==> config.mk <==
export PLATFORM = sky130hd
export DESIGN_NAME = nested_irq_ctrl
export DESIGN_NICKNAME = d
export VERILOG_FILES = /design/src/rtl/nested_irq_ctrl.sv
export SDC_FILE = /design/constraint.sdc
export NUM_CORES = 1
export LEC_CHECK = 0
export ABC_AREA = 1
export BUFFER_PORTS_ARGS = -buffer_cell sky130_fd_sc_hd__buf_2
export CORE_MARGIN = 4
export CORE_UTILIZATION = 50
export DETAILED_ROUTE_END_ITERATION = 6
export GPL_TIMING_DRIVEN = 0
export HOLD_SLACK_MARGIN = 0.05
export PLACE_DENSITY = 0.81
export SLEW_MARGIN = 20
export SYNTH_ARGS = -nofsm -noshare
export SYNTH_HDL_FRONTEND = slang
export SYNTH_SLANG_ARGS = --single-unit
==> constraint.sdc <==
create_clock -name clk -period 17.07 [get_ports clk]
set_input_delay 1.707 -clock clk [delete_from_list [all_inputs] [get_ports clk]]
set_output_delay 1.707 -clock clk [all_outputs]
set_load 0.02 [all_outputs]
==> src/rtl/nested_irq_ctrl.sv <==
module nested_irq_ctrl #(
  parameter int NSRC = 16,
  localparam int NTOT = NSRC + 2,
  localparam int VW = $clog2(NTOT)
) (
  input  logic            clk,
  input  logic            rst_n,
  input  logic [NSRC-1:0] irq_in,
  input  logic [1:0]      ext_pin_n,
  input  logic            wr_en,
  input  logic [1:0]      wr_sel,
  input  logic [NTOT-1:0] wr_data,
  input  logic            boundary,
  input  logic            ack,
  input  logic            reti,
  input  logic            sleep,
  output logic            irq_req,
  output logic [VW-1:0]   irq_vec,
  output logic [1:0]      irq_lvl,
  output logic [3:0]      in_service,
  output logic            wake
);
  logic [NTOT-1:0] en_q, plo_q, phi_q;
  logic            gen_q;
  logic [1:0]      edge_q, samp_q, eflag_q;

  wire [1:0]      fall    = samp_q & ~ext_pin_n;
  wire [1:0]      ext_raw = (edge_q & eflag_q) | (~edge_q & ~ext_pin_n);
  wire [NTOT-1:0] pend    = {irq_in, ext_raw} & en_q & {NTOT{gen_q}};
  wire            take    = irq_req & ack;

  assign wake = sleep & gen_q & |(ext_raw & en_q[1:0]);

  logic       any_isr;
  logic [1:0] cur_lvl;
  logic [3:0] top_oh;
  always_comb begin
    any_isr = |in_service;
    cur_lvl = 2'd0;
    top_oh  = 4'd0;
    for (int l = 0; l < 4; l++)
      if (in_service[l]) begin
        cur_lvl = 2'(l);
        top_oh  = 4'd1 << l;
      end
  end

  logic          found;
  logic [1:0]    best_lvl;
  logic [VW-1:0] best_idx;
  always_comb begin
    found    = 1'b0;
    best_lvl = 2'd0;
    best_idx = '0;
    for (int i = NTOT - 1; i >= 0; i--) begin
      logic [1:0] lv;
      lv = {phi_q[i], plo_q[i]};
      if (pend[i] && (!any_isr || lv > cur_lvl) && (!found || lv >= best_lvl)) begin
        found    = 1'b1;
        best_lvl = lv;
        best_idx = VW'(i);
      end
    end
  end

  always_ff @(posedge clk or negedge rst_n) begin
    if (!rst_n) begin
      en_q   <= '0;
      plo_q  <= '0;
      phi_q  <= '0;
      gen_q  <= 1'b0;
      edge_q <= 2'b00;
    end else if (wr_en) begin
      case (wr_sel)
        2'd0: en_q  <= wr_data;
        2'd1: plo_q <= wr_data;
        2'd2: phi_q <= wr_data;
        default: begin
          gen_q  <= wr_data[0];
          edge_q <= wr_data[2:1];
        end
      endcase
    end
  end

  always_ff @(posedge clk or negedge rst_n) begin
    if (!rst_n) begin
      samp_q  <= 2'b11;
      eflag_q <= 2'b00;
    end else begin
      samp_q <= ext_pin_n;
      for (int e = 0; e < 2; e++) begin
        if (edge_q[e] && fall[e]) eflag_q[e] <= 1'b1;
        else if (take && irq_vec == VW'(e)) eflag_q[e] <= 1'b0;
      end
    end
  end

  always_ff @(posedge clk or negedge rst_n) begin
    if (!rst_n) begin
      irq_req    <= 1'b0;
      irq_vec    <= '0;
      irq_lvl    <= 2'd0;
      in_service <= 4'd0;
    end else begin
      in_service <= (in_service & ~(reti ? top_oh : 4'd0))
                  | (take ? (4'd1 << irq_lvl) : 4'd0);
      if (take) irq_req <= 1'b0;
      else if (!irq_req && boundary && found) begin
        irq_req <= 1'b1;
        irq_vec <= best_idx;
        irq_lvl <= best_lvl;
      end
    end
  end
endmodule

# == Word-level counts from Yosys, hierarchy flattened ==
# Index checks and enable logic that the tools add are counted.
# Widths: inputs -> output; s select.
# word_totals
out_inout_bits,13
regBits,73
input_bits,45
# classes
bitwise,17
n_shift,1
n_reduce_logical,108
eq_ne,3
muxes,69
n_lt_le_gt_ge,35
# ops
operator,count
$mux 5,18
$mux 2,21
$logic_and 1x1->1,41
$and 18x18->18,2
$gt 2x2->1,18
$logic_or 1x1->1,35
$ge 2x2->1,17
$mux 1,26
$logic_not 1->1,19
$mux 4,3
$reduce_and 2->1,5
$and 2x2->2,4
$reduce_bool 2->1,3
$eq 5x1->1 const B,1
$logic_not 5->1,1
$and 4x4->4,1
$not 2->2,2
$not 4->4,1
$or 4x4->4,1
$reduce_or 4->1,1
$shl 1x2->4 const A,1
$and 1x1->1,3
$mux 3,1
$reduce_or 3->1,1
other kinds (6),7

# == Depth between registers and ports, before layout ==
# Gate-level depths: netlist (run 1).
# depth
depth_word,78
ltp_mapped,155

# == Worst setup path after synthesis (run 1) ==
# Ideal clock, no wire load.
# synth_timing
path_type,flip-flop to flip-flop
from,reg in_service[1]
to,reg irq_vec[3]
arrival_time_ps,17318
stages_incl_launch_ff,140
setup_slack_ps,-331
period_less_slack_ps,17401
path_buffers,0
required_time_ps,16987
cell_sequence,dfrtp_1 -> inv_1 -> o21ai_0 -> ha_1 -> nand2_1 -> nand2_1 -> nand2_1 -> nand2_4 -> nor2_1 -> ha_1 -> inv_1 -> nand2_1 -> a21oi_1 -> nand3_1 -> nand2_1 -> nand2_1 -> o21ai_0 -> ha_1 -> [... 104 more ...] -> inv_1 -> ha_1 -> o21ai_0 -> nand3b_1 -> nand2_1 -> inv_1 -> nand2_1 -> nand2_1 -> ha_1 -> inv_1 -> nand2_1 -> a21oi_1 -> nand2_1 -> nand2_1 -> nand2_1 -> nor3_1 -> nand3_1 -> o21ai_0
# synth_via
elab_chain_len,77
# synth_lines
element,line,text
start: declaration,20,"output logic [3:0] in_service,"
start signal: assignment,106,in_service <= (in_service & ~(reti ? top_oh : 4'd0))
$mux 1,42,if (in_service[l]) begin
$mux 2 (2 in series),42,
$gt 2x2->1,58,if (pend[i] && (!any_isr || lv > cur_lvl) && (!found || lv >= best_lvl)) begin
$logic_or 1x1->1,58,
$logic_and 1x1->1,58,
$mux 2 or $mux 1 (tied branches),58,
$ge 2x2->1 or $logic_not 1->1 (tied branches),58,
$logic_or 1x1->1,58,
[... 60 more ...],-,
$logic_and 1x1->1,58,
$mux 2 or $mux 1 (tied branches),58,
$ge 2x2->1 or $logic_not 1->1 (tied branches),58,
$logic_or 1x1->1,58,
$logic_and 1x1->1,58,
$mux 1,58,
$logic_and 1x1->1,109,else if (!irq_req && boundary && found) begin
$reduce_and 2->1 (no line),-,
end signal: assignment,111,irq_vec <= best_idx;
end: declaration,18,"output logic [VW-1:0] irq_vec,"
# Parallel ways exist; a longest one is shown, timed or not.
# A chain may end at the register's enable or synchronous reset.

# == Worst setup path in the final report (run 1) ==
# layout_timing
from,in irq_in[15]
to,reg irq_vec[4]
# layout_via
elab_chain_len,74
# layout_lines
element,line,text
start: declaration,8,"input logic [NSRC-1:0] irq_in,"
$and 18x18->18 (*) (2 in series),29,"wire [NTOT-1:0] pend = {irq_in, ext_raw} & en_q & {NTOT{gen_q}};"
$logic_and 1x1->1 (*),58,
$mux 2 or $mux 1 (tied branches),58,
$ge 2x2->1 or $logic_not 1->1 (tied branches),58,
$logic_or 1x1->1,58,
$logic_and 1x1->1,58,
$mux 2 or $mux 1 (tied branches),58,
$ge 2x2->1 or $logic_not 1->1 (tied branches),58,
[... 57 more ...],-,
$logic_and 1x1->1,58,
$mux 2 or $mux 1 (tied branches),58,
$ge 2x2->1 or $logic_not 1->1 (tied branches),58,
$logic_or 1x1->1,58,
$logic_and 1x1->1,58,
$mux 1,58,
$logic_and 1x1->1,109,
$reduce_and 2->1 (no line),-,
# Every way passes the cells marked *; elsewhere a longest branch is shown, timed or not.

==> impl.org, run 1 <==
** Critical path
- The kind of cell with the highest combined delay along the critical path is simple AND/OR/NAND/NOR gates.
- At the worst endpoint, the arrival time is 17360 ps.
- Crit Path Class :: in -> reg
- Counting cells, the worst reg-to-reg path comes to 142.
- In this design, the stage delay of the slowest critical-path cell is 380 ps.
- Stages on the worst setup path :: 139
- The worst setup path is captured at a flip-flop.
- In this run the worst path has a maximum fanout of 5.
- Type of element launching the critical path :: primary input
- Critical Path Slowest Stage Cell :: sky130_fd_sc_hd__or3_1
- Worst setup startpoint :: irq_in[15]
- The worst register-to-register path begins at in_service[2].
- In this design, the critical path's most frequently occurring cell is sky130_fd_sc_hd__nand2_2.
- Data required time at the worst endpoint :: 17360 ps
- The number of buffers and inverters on the critical path is 21.

** STA
- Setup repair after global routing could not meet its margin everywhere.
- The number of max-slew violations in the final report is 0.
- Final worst-path setup slack :: 5.78 ps
- Largest clock skew in the final design :: 16.0 ps
- The worst path in the final design needs a cycle of 17060 ps, including I/O delays and setup.
- Derived from the worst setup path, the maximum achievable clock frequency is 0.0586 GHz.
- Setup violations remaining at the end of the flow were counted as 0.
- In the finished design, the share of the clock period the worst path needs comes to 100%.
- The number of endpoints with negative hold slack in the final report came to 0.
- Worst slew pin tran :: 703 ps
- In this run the tightest slew margin relative to its limit is 53.2%.

** Die
- Die outline width :: 113 um
- Y dimension of the die :: 113 um
- IO Count :: 58
- In this run the core area contains 38 standard-cell rows.
- Starting density of the core :: 51.0%
- The core region is 10800 um^2.
- The die covers 12700 um^2.

** Yosys
- Syn_nets :: 853
- Total of flip-flops plus latches after synthesis :: 73
- In the synthesized netlist the dominant register cell turns out to be sky130_fd_sc_hd__dfrtp_1.
- Post-Synthesis Cells :: 747
- Yosys mapped the design onto 33 distinct sky130hd cell types.
- Warning count from the yosys run :: 0
- Each instance of the synthesized netlist takes up on average 7.37 um^2.
- The synthesized design contains 0 enable-type register cells.
- Sequential cells were found to cover 33.2% of the synthesized design area.
- Share of flip-flops with an asynchronous set or reset after synthesis :: 100%
- After synthesis the cells add up to 5500 um^2.

** Drt
- Dividing the detail-routed wire length by the instance count gives 15.5 um.
- Number of vias after detailed routing :: 5509
- Initial DRT Pass Iterations :: 7
- In the routed layout, each cell is associated on average with a via count of 5.45.
- In this run the remaining antenna-violating nets after routing total 0.
- In this run, the number of DRC markers left after iteration 0 of detailed routing was 449.
- # DRC :: 9
- Final wirelength :: 15.7 mm

** Power and ir drop
- In this run the power spent charging and discharging nets is 0.374 mW.
- In this run the power density over the cells is 118 nW/um^2.
- In this run, the combinational gates consume 56.3% of the power.
- Register share of total power :: 28.7%
- For this design the static power due to leakage is 3.73 nW.
- Internal cell power :: 0.446 mW
- IR drop worst, VDD :: 0.0547 mV
- Switching part of the total power :: 45.6%
- In this run, the clock network consumes 15.0% of the power.

** Hold path
- Hold depth :: 2
- Hold Startpoint :: plo_q[13]
- Hold/Removal Path Class :: reg -> reg

** Place
- Worst Setup Slack post-DPL :: -1840 ps
- Input and output buffers added on the ports amount to 57.
- Cell count after placement :: 946
- The wire-length estimate of the detail-placed layout is 10.1 mm.
- Global placer's final weighted congestion :: 0.874
- In this run the cell area measured after placement is 6010 um^2.

** Finish
- Post-Layout Inst Area :: 6930 um^2
- The count of cells in the finished layout, fillers not included, comes to 1010.
- NumNets Final :: 971
- The library cell used most frequently in the layout, excluding fill and tap cells, is sky130_fd_sc_hd__nand2_1.
- Commonest cells after routing, fill and taps aside :: sky130_fd_sc_hd__nand2_1, sky130_fd_sc_hd__inv_1, sky130_fd_sc_hd__o21ai_0
- Fill cell count :: 884
- N_diodes :: 0
- Layout overhead on the synthesized area :: 25.9%
- Fraction of final layout cells with drive strength greater than 1 :: 30.3%

** GRT
- Vias in the first global route :: 4875
- Entering global routing, the biggest net connects 54 pins.
- Remaining global-route overflow :: 0
- Global routing consumed, over all layers together, 22.2% of the routing resources.
- The initial antenna violation count is 0.
- Global-route wire length before repair :: 23.0 mm

** Status
- The checks that failed: DRC.
- Outcome :: finished, violations left

** Job
- Reported max-cap violation count :: 0

** CTS
- For the worst-skew pair, the clock arrives at the later sink with an insertion delay of 360 ps.
- Clock tree synthesis selected as its root buffer the cell sky130_fd_sc_hd__clkbuf_8.
- CTS saw 73 sinks.
- TritonCTS built the clock tree.
- Total CTS buffers :: 9
- Clock-pin slew on the worst setup and hold paths :: 90 ps
- Clock tree buffer depth :: 2
- The H-tree was split into 3 levels.
==> power by group through the flow <==
| stage | clock network [mW] | logic, mW | registers (mW) |
|---|---|---|---|
| after floorplan | 0 | 0.267 | 0.241 |
| after global placement | 0 | 0.350 | 0.235 |
| after detailed placement | 0 | 0.367 | 0.236 |
| after CTS | 0.122 | 0.382 | 0.233 |
| after global routing | 0.131 | 0.518 | 0.239 |
| final | 0.123 | 0.462 | 0.235 |
==> Yosys cell counts, types with 4 or more instances <==
library cell	count	area, um^2
sky130_fd_sc_hd__nand2_1	181	679
sky130_fd_sc_hd__inv_1	118	443
sky130_fd_sc_hd__o21ai_0	102	510
sky130_fd_sc_hd__dfrtp_1	71	1780
sky130_fd_sc_hd__ha_1	61	763
sky130_fd_sc_hd__nand3_1	57	285
sky130_fd_sc_hd__a21oi_1	31	155
sky130_fd_sc_hd__nor2_1	31	116
sky130_fd_sc_hd__nand2_4	18	203
sky130_fd_sc_hd__nand2_2	15	93.8
sky130_fd_sc_hd__nand3_2	11	110
sky130_fd_sc_hd__clkbuf_1	10	37.5
sky130_fd_sc_hd__or2_2	7	43.8
sky130_fd_sc_hd__nor3_1	5	25.0
sky130_fd_sc_hd__and2_1	4	25.0
sky130_fd_sc_hd__nand3b_1	4	30.0
==> metrics by stage <==
stage                     util, %  total power [mW]  setup TNS, ps  hold slack [ps]
after floorplan                 -             0.508              0              446
after global placement       55.3             0.585         -12540              463
after detailed placement     55.7             0.603         -11580              474
after CTS                    58.9             0.738              0              492
after global routing         64.2             0.888          -5480              513
final                        64.2             0.820              0              493
==> routing by layer <==
layer	routed length [um]	share of wire [%]	vias up	track usage [%]
li1	-	-	2672	-
met1	6700	43	2602	30.3
met2	7760	49	189	36.3
met3	772	4.9	46	2.41
met4	452	2.9	0	8.65
met5	0	0	-	0
==> registers in the layout, summed over array words and instances, names as in the netlist <==
register	flops
gen_q	1
plo_q	18
en_q	18
in_service	4
eflag_q	2
samp_q	2
irq_vec	5
edge_q	2
phi_q	18
irq_lvl	2
irq_req	1
==> cells by family after synthesis <==
kind of cell               Yosys count  synth area share [%]
DFF                                 73                  33.2
and+or+nand+nor                    340                  30.2
AOI/OAI and AO/OA                  142                  13.4
adders and majority gates           61                  13.9
buffers and inverters              131                  9.32
==> final timing paths <==
kind	endpoint	slack [ps]
setup / recovery	irq_vec[4]	6
hold / removal	plo_q[13]	490
setup reg to reg	irq_vec[4]	90
hold reg to reg	plo_q[13]	490
max in group asynchronous	plo_q[15]	15290
min in group asynchronous	in_service[3]	1220
==> final cells by class <==
class                   instances  area [um^2]  share of cell area [%]
multi-input cells             544         3550                    51.2
flip-flops and latches         73         1830                    26.4
repair buffers                106          689                    9.95
inverters                     118          445                    6.43
well taps                     140          175                    2.53
clock buffers                  10          128                    1.84
plain buffers                  13         70.1                    1.01
clock inverters                 6         43.8                   0.632
==> tightest hold or removal path, cell delays in order, from the launching register on <==
cell,delay (ps)
sky130_fd_sc_hd__dfrtp_1,350
sky130_fd_sc_hd__nand2_1,50
sky130_fd_sc_hd__o21ai_0,60
==> repair_timing <==
| item | CTS | global route |
|---|---|---|
| buffers inserted | 12 | 35 |
| hold buffers | 0 | 0 |
| resized for setup | 36 | 84 |
| pin swaps | 14 | 84 |
| setup endpoints to repair | 7 | 7 |
| cloned | 1 | 0 |
(Power assumes the default switching activity.)
==> inputs of run 2 (changes only) <==
Settings changed: BUFFER_PORTS_ARGS -buffer_cell sky130_fd_sc_hd__buf_2 to default, DONT_BUFFER_PORTS from default to 1, PLACE_DENSITY 0.81 to default, PLACE_DENSITY_LB_ADDON from default to 0.3.
==> run 2 against run 1 <==
Effect of this change: the run now ends clean; combinational power down 3%; sequential power up 7%; register-to-register slack better by 250 ps; first-iteration DRC count down 7.8%; die area unchanged; hold slack worse by 1.7 ps; cell count down 5.5%; count of clock-buffer cells in the layout up 2; utilization down 1.3 points; critical endpoint is now irq_vec[3]; highest routed layer unchanged.
==> impl.org, run 2 (synthesis results as in run 1) <==
** Job
- The tool flagged a number of max-cap violations equal to 0.

** Critical path
- Data on the critical path is required at its endpoint by 17380 ps.
- Crit Path Class :: in -> reg
- R2R Setup Slk :: 340 ps
- Launch instance of the worst register-to-register path :: in_service[2]
- The critical path contains buffers and inverters numbering 18 combined.
- End of the worst register-to-register path :: irq_vec[3]
- The worst setup path is captured at a flip-flop.
- For this design, the slowest cell found on the critical path is sky130_fd_sc_hd__or3_1.
- The most numerous cell type found on the critical path is sky130_fd_sc_hd__nand2_2.
- The cell family contributing the most delay on the critical path is simple AND/OR/NAND/NOR gates.
- For the worst setup path, the data arrival time is 17120 ps.
- Type of element launching the critical path :: primary input
- Measured in cells, the most critical reg-to-reg path has a length of 140.
- Highest fanout seen on the critical path :: 5
- For this run, the slowest stage of the critical path takes 370 ps.

** Status
- Outcome :: finished clean

** Finish
- N_diodes :: 0
- Cells with a size suffix above 1 make up 27.4% of the layout.
- In the final layout, the registers with the most flip-flops are en_q x18, phi_q x18, plo_q x18.
- Fill cell count :: 860
- The sequential cells in the finished layout cover a total of 1830 um^2.
- NumNets Final :: 915
- Layout overhead on the synthesized area :: 23.5%
- In the final layout, the multi-input gates occupy 3650 um^2.
- Commonest cells after routing, fill and taps aside :: sky130_fd_sc_hd__nand2_1, sky130_fd_sc_hd__inv_1, sky130_fd_sc_hd__o21ai_0
- Leaving out fill and tap cells, the most frequent cell in the layout is sky130_fd_sc_hd__nand2_1.

** CTS
- The number of hold buffers added after CTS was 0.
- Clock tree synthesis inserted a total of 9 buffers.
- Clock latency on the worst-skew pair :: 370 ps
- Sink Count :: 73
- The H-tree was split into 3 levels.
- After clock tree synthesis, the clock-pin slew on the worst setup and hold paths is 80 ps.
- TritonCTS built the clock tree.
- Clock tree synthesis selected as its root buffer the cell sky130_fd_sc_hd__clkbuf_8.
- Counting along the longest clock path gives a buffer depth of 2.

** STA
- Worst slew pin tran :: 785 ps
- Number of pins exceeding their max-slew limit in the final report :: 0
- The number of endpoints with negative hold slack in the final report came to 0.
- Number of endpoints failing setup at the final stage :: 0
- Final Critical Period :: 16820 ps
- Largest clock skew in the final design :: 13.1 ps
- Final worst-path setup slack :: 252 ps
- In this run the tightest slew margin relative to its limit is 47.7%.
- Unrepaired setup endpoints after global routing :: yes
- Static timing analysis puts the maximum clock frequency at 0.0595 GHz.
- Post-route clock period utilization :: 98.5%

** Hold path
- The worst hold path belongs to the class reg -> reg.
- Hold Crit Endpoint :: plo_q[13]
- Hold depth :: 2
- Hold Startpoint :: plo_q[13]

** Die
- The floorplan step defined a die boundary enclosing 12700 um^2.
- The floorplan step set the die width to 113 um.
- Number of rows in the core area :: 38
- Core footprint :: 10800 um^2
- Y dimension of the die :: 113 um
- IO Count :: 58
- Once the floorplan was initialized, standard cells occupied 51.0% of the core.

** GRT
- Global-route wire length before repair :: 24.5 mm
- Remaining global-route overflow :: 0
- Vias in the first global route :: 5062
- Across every metal layer, demand over resource in global routing totals 24.0%.
- Entering global routing, the biggest net connects 74 pins.
- Antenna violations before repair :: 0

** Power and ir drop
- The design draws 0.857 mW.
- IR drop worst, VDD :: 0.0570 mV
- For this design the static power due to leakage is 3.53 nW.
- Ratio of total power to cell area :: 126 nW/um^2

** Drt
- Avg WL per Cell :: 17.4 um
- Initial DRT Pass Iterations :: 4
- After the first detailed-routing iteration, the DRC count stood at 414.
- Final wirelength :: 16.6 mm
- # DRC :: 0
- Number of nets with antenna violations after routing :: 0
- The detailed router placed 5473 vias in this run.
- DR vias/cell :: 5.74

** Place
- Global placer's final weighted congestion :: 0.885
- After legalization and detailed placement, the total HPWL measured 10.6 mm.
- In this run the tool buffered the top-level ports with 0 buffer cells.
- Worst Setup Slack post-DPL :: -2100 ps
[run 2: cell types whose count changed in the layout (fill, tap and decap cells not counted), sizes merged]
cell,change
buf,-56
bufinv,+2
clkbuf,+2
clkinv,-1
clkinvlp,-2
inv,-1
[run 2: per-layer routing]
layer / up-vias / track usage (%) / wire length [um]
li1: 2557 / - / -
met3: 52 / 4.12 / 972
met2: 224 / 40.8 / 8350
met1: 2640 / 30.3 / 6710
met5: - / 0 / 0
met4: 0 / 10.0 / 568
[run 2: final cells by class]
cell class,instances,share of cell area (%)
well taps,140,2.58
clock buffers,12,2.28
clock inverters,4,1.10
multi-input cells,544,53.7
repair buffers,50,5.69
flip-flops and latches,73,26.9
plain buffers,13,1.03
inverters,118,6.63
[run 2: stage by stage]
step / setup TNS (ps) / instances / util [%] / hold slack (ps) / area [um^2]
2_1_floorplan: 0 / 747 / - / 446 / 5500
3_3_place_gp: -12360 / 887 / 52.6 / 467 / 5680
3_5_place_dp: -13340 / 888 / 52.7 / 474 / 5690
4_1_cts: 0 / 921 / 56.8 / 493 / 6130
5_1_grt: -3540 / 954 / 62.9 / 515 / 6790
6_report: 0 / 954 / 62.9 / 491 / 6790
[run 2: power by group]
group / switching [mW] / internal [mW]
logic: 0.264 / 0.182
clock network: 0.0701 / 0.0904
registers: 0.0446 / 0.206
[run 2: how the worst max path moves through the flow]
stage                             start         end  slack (ps)  cells past startpoint
after CTS                    irq_in[15]  irq_vec[4]          30                    138
after floorplan              irq_in[15]  irq_vec[3]          20                    134
after global placement    in_service[1]  irq_vec[3]       -1960                    139
after detailed placement     irq_in[15]  irq_vec[3]       -2100                    136
after global routing         irq_in[15]  irq_vec[3]        -580                    135
final                        irq_in[15]  irq_vec[3]         250                    135
[run 2: repair_timing]
| item | 4_1_cts | 5_1_grt |
|---|---|---|
| endpoints found under the setup margin | 7 | 7 |
| pin swaps | 17 | 77 |
| resized for setup | 36 | 107 |
| buffers inserted | 16 | 33 |
| endpoints found under the hold margin | 0 | 0 |
| gates cloned | 1 | 0 |
[run 2: tightest hold or removal path, delay by kind of cell (launching register included)]
family          cells  cell delay (ps)
simple gates        1               50
compound gates      1               60
flops               1              340
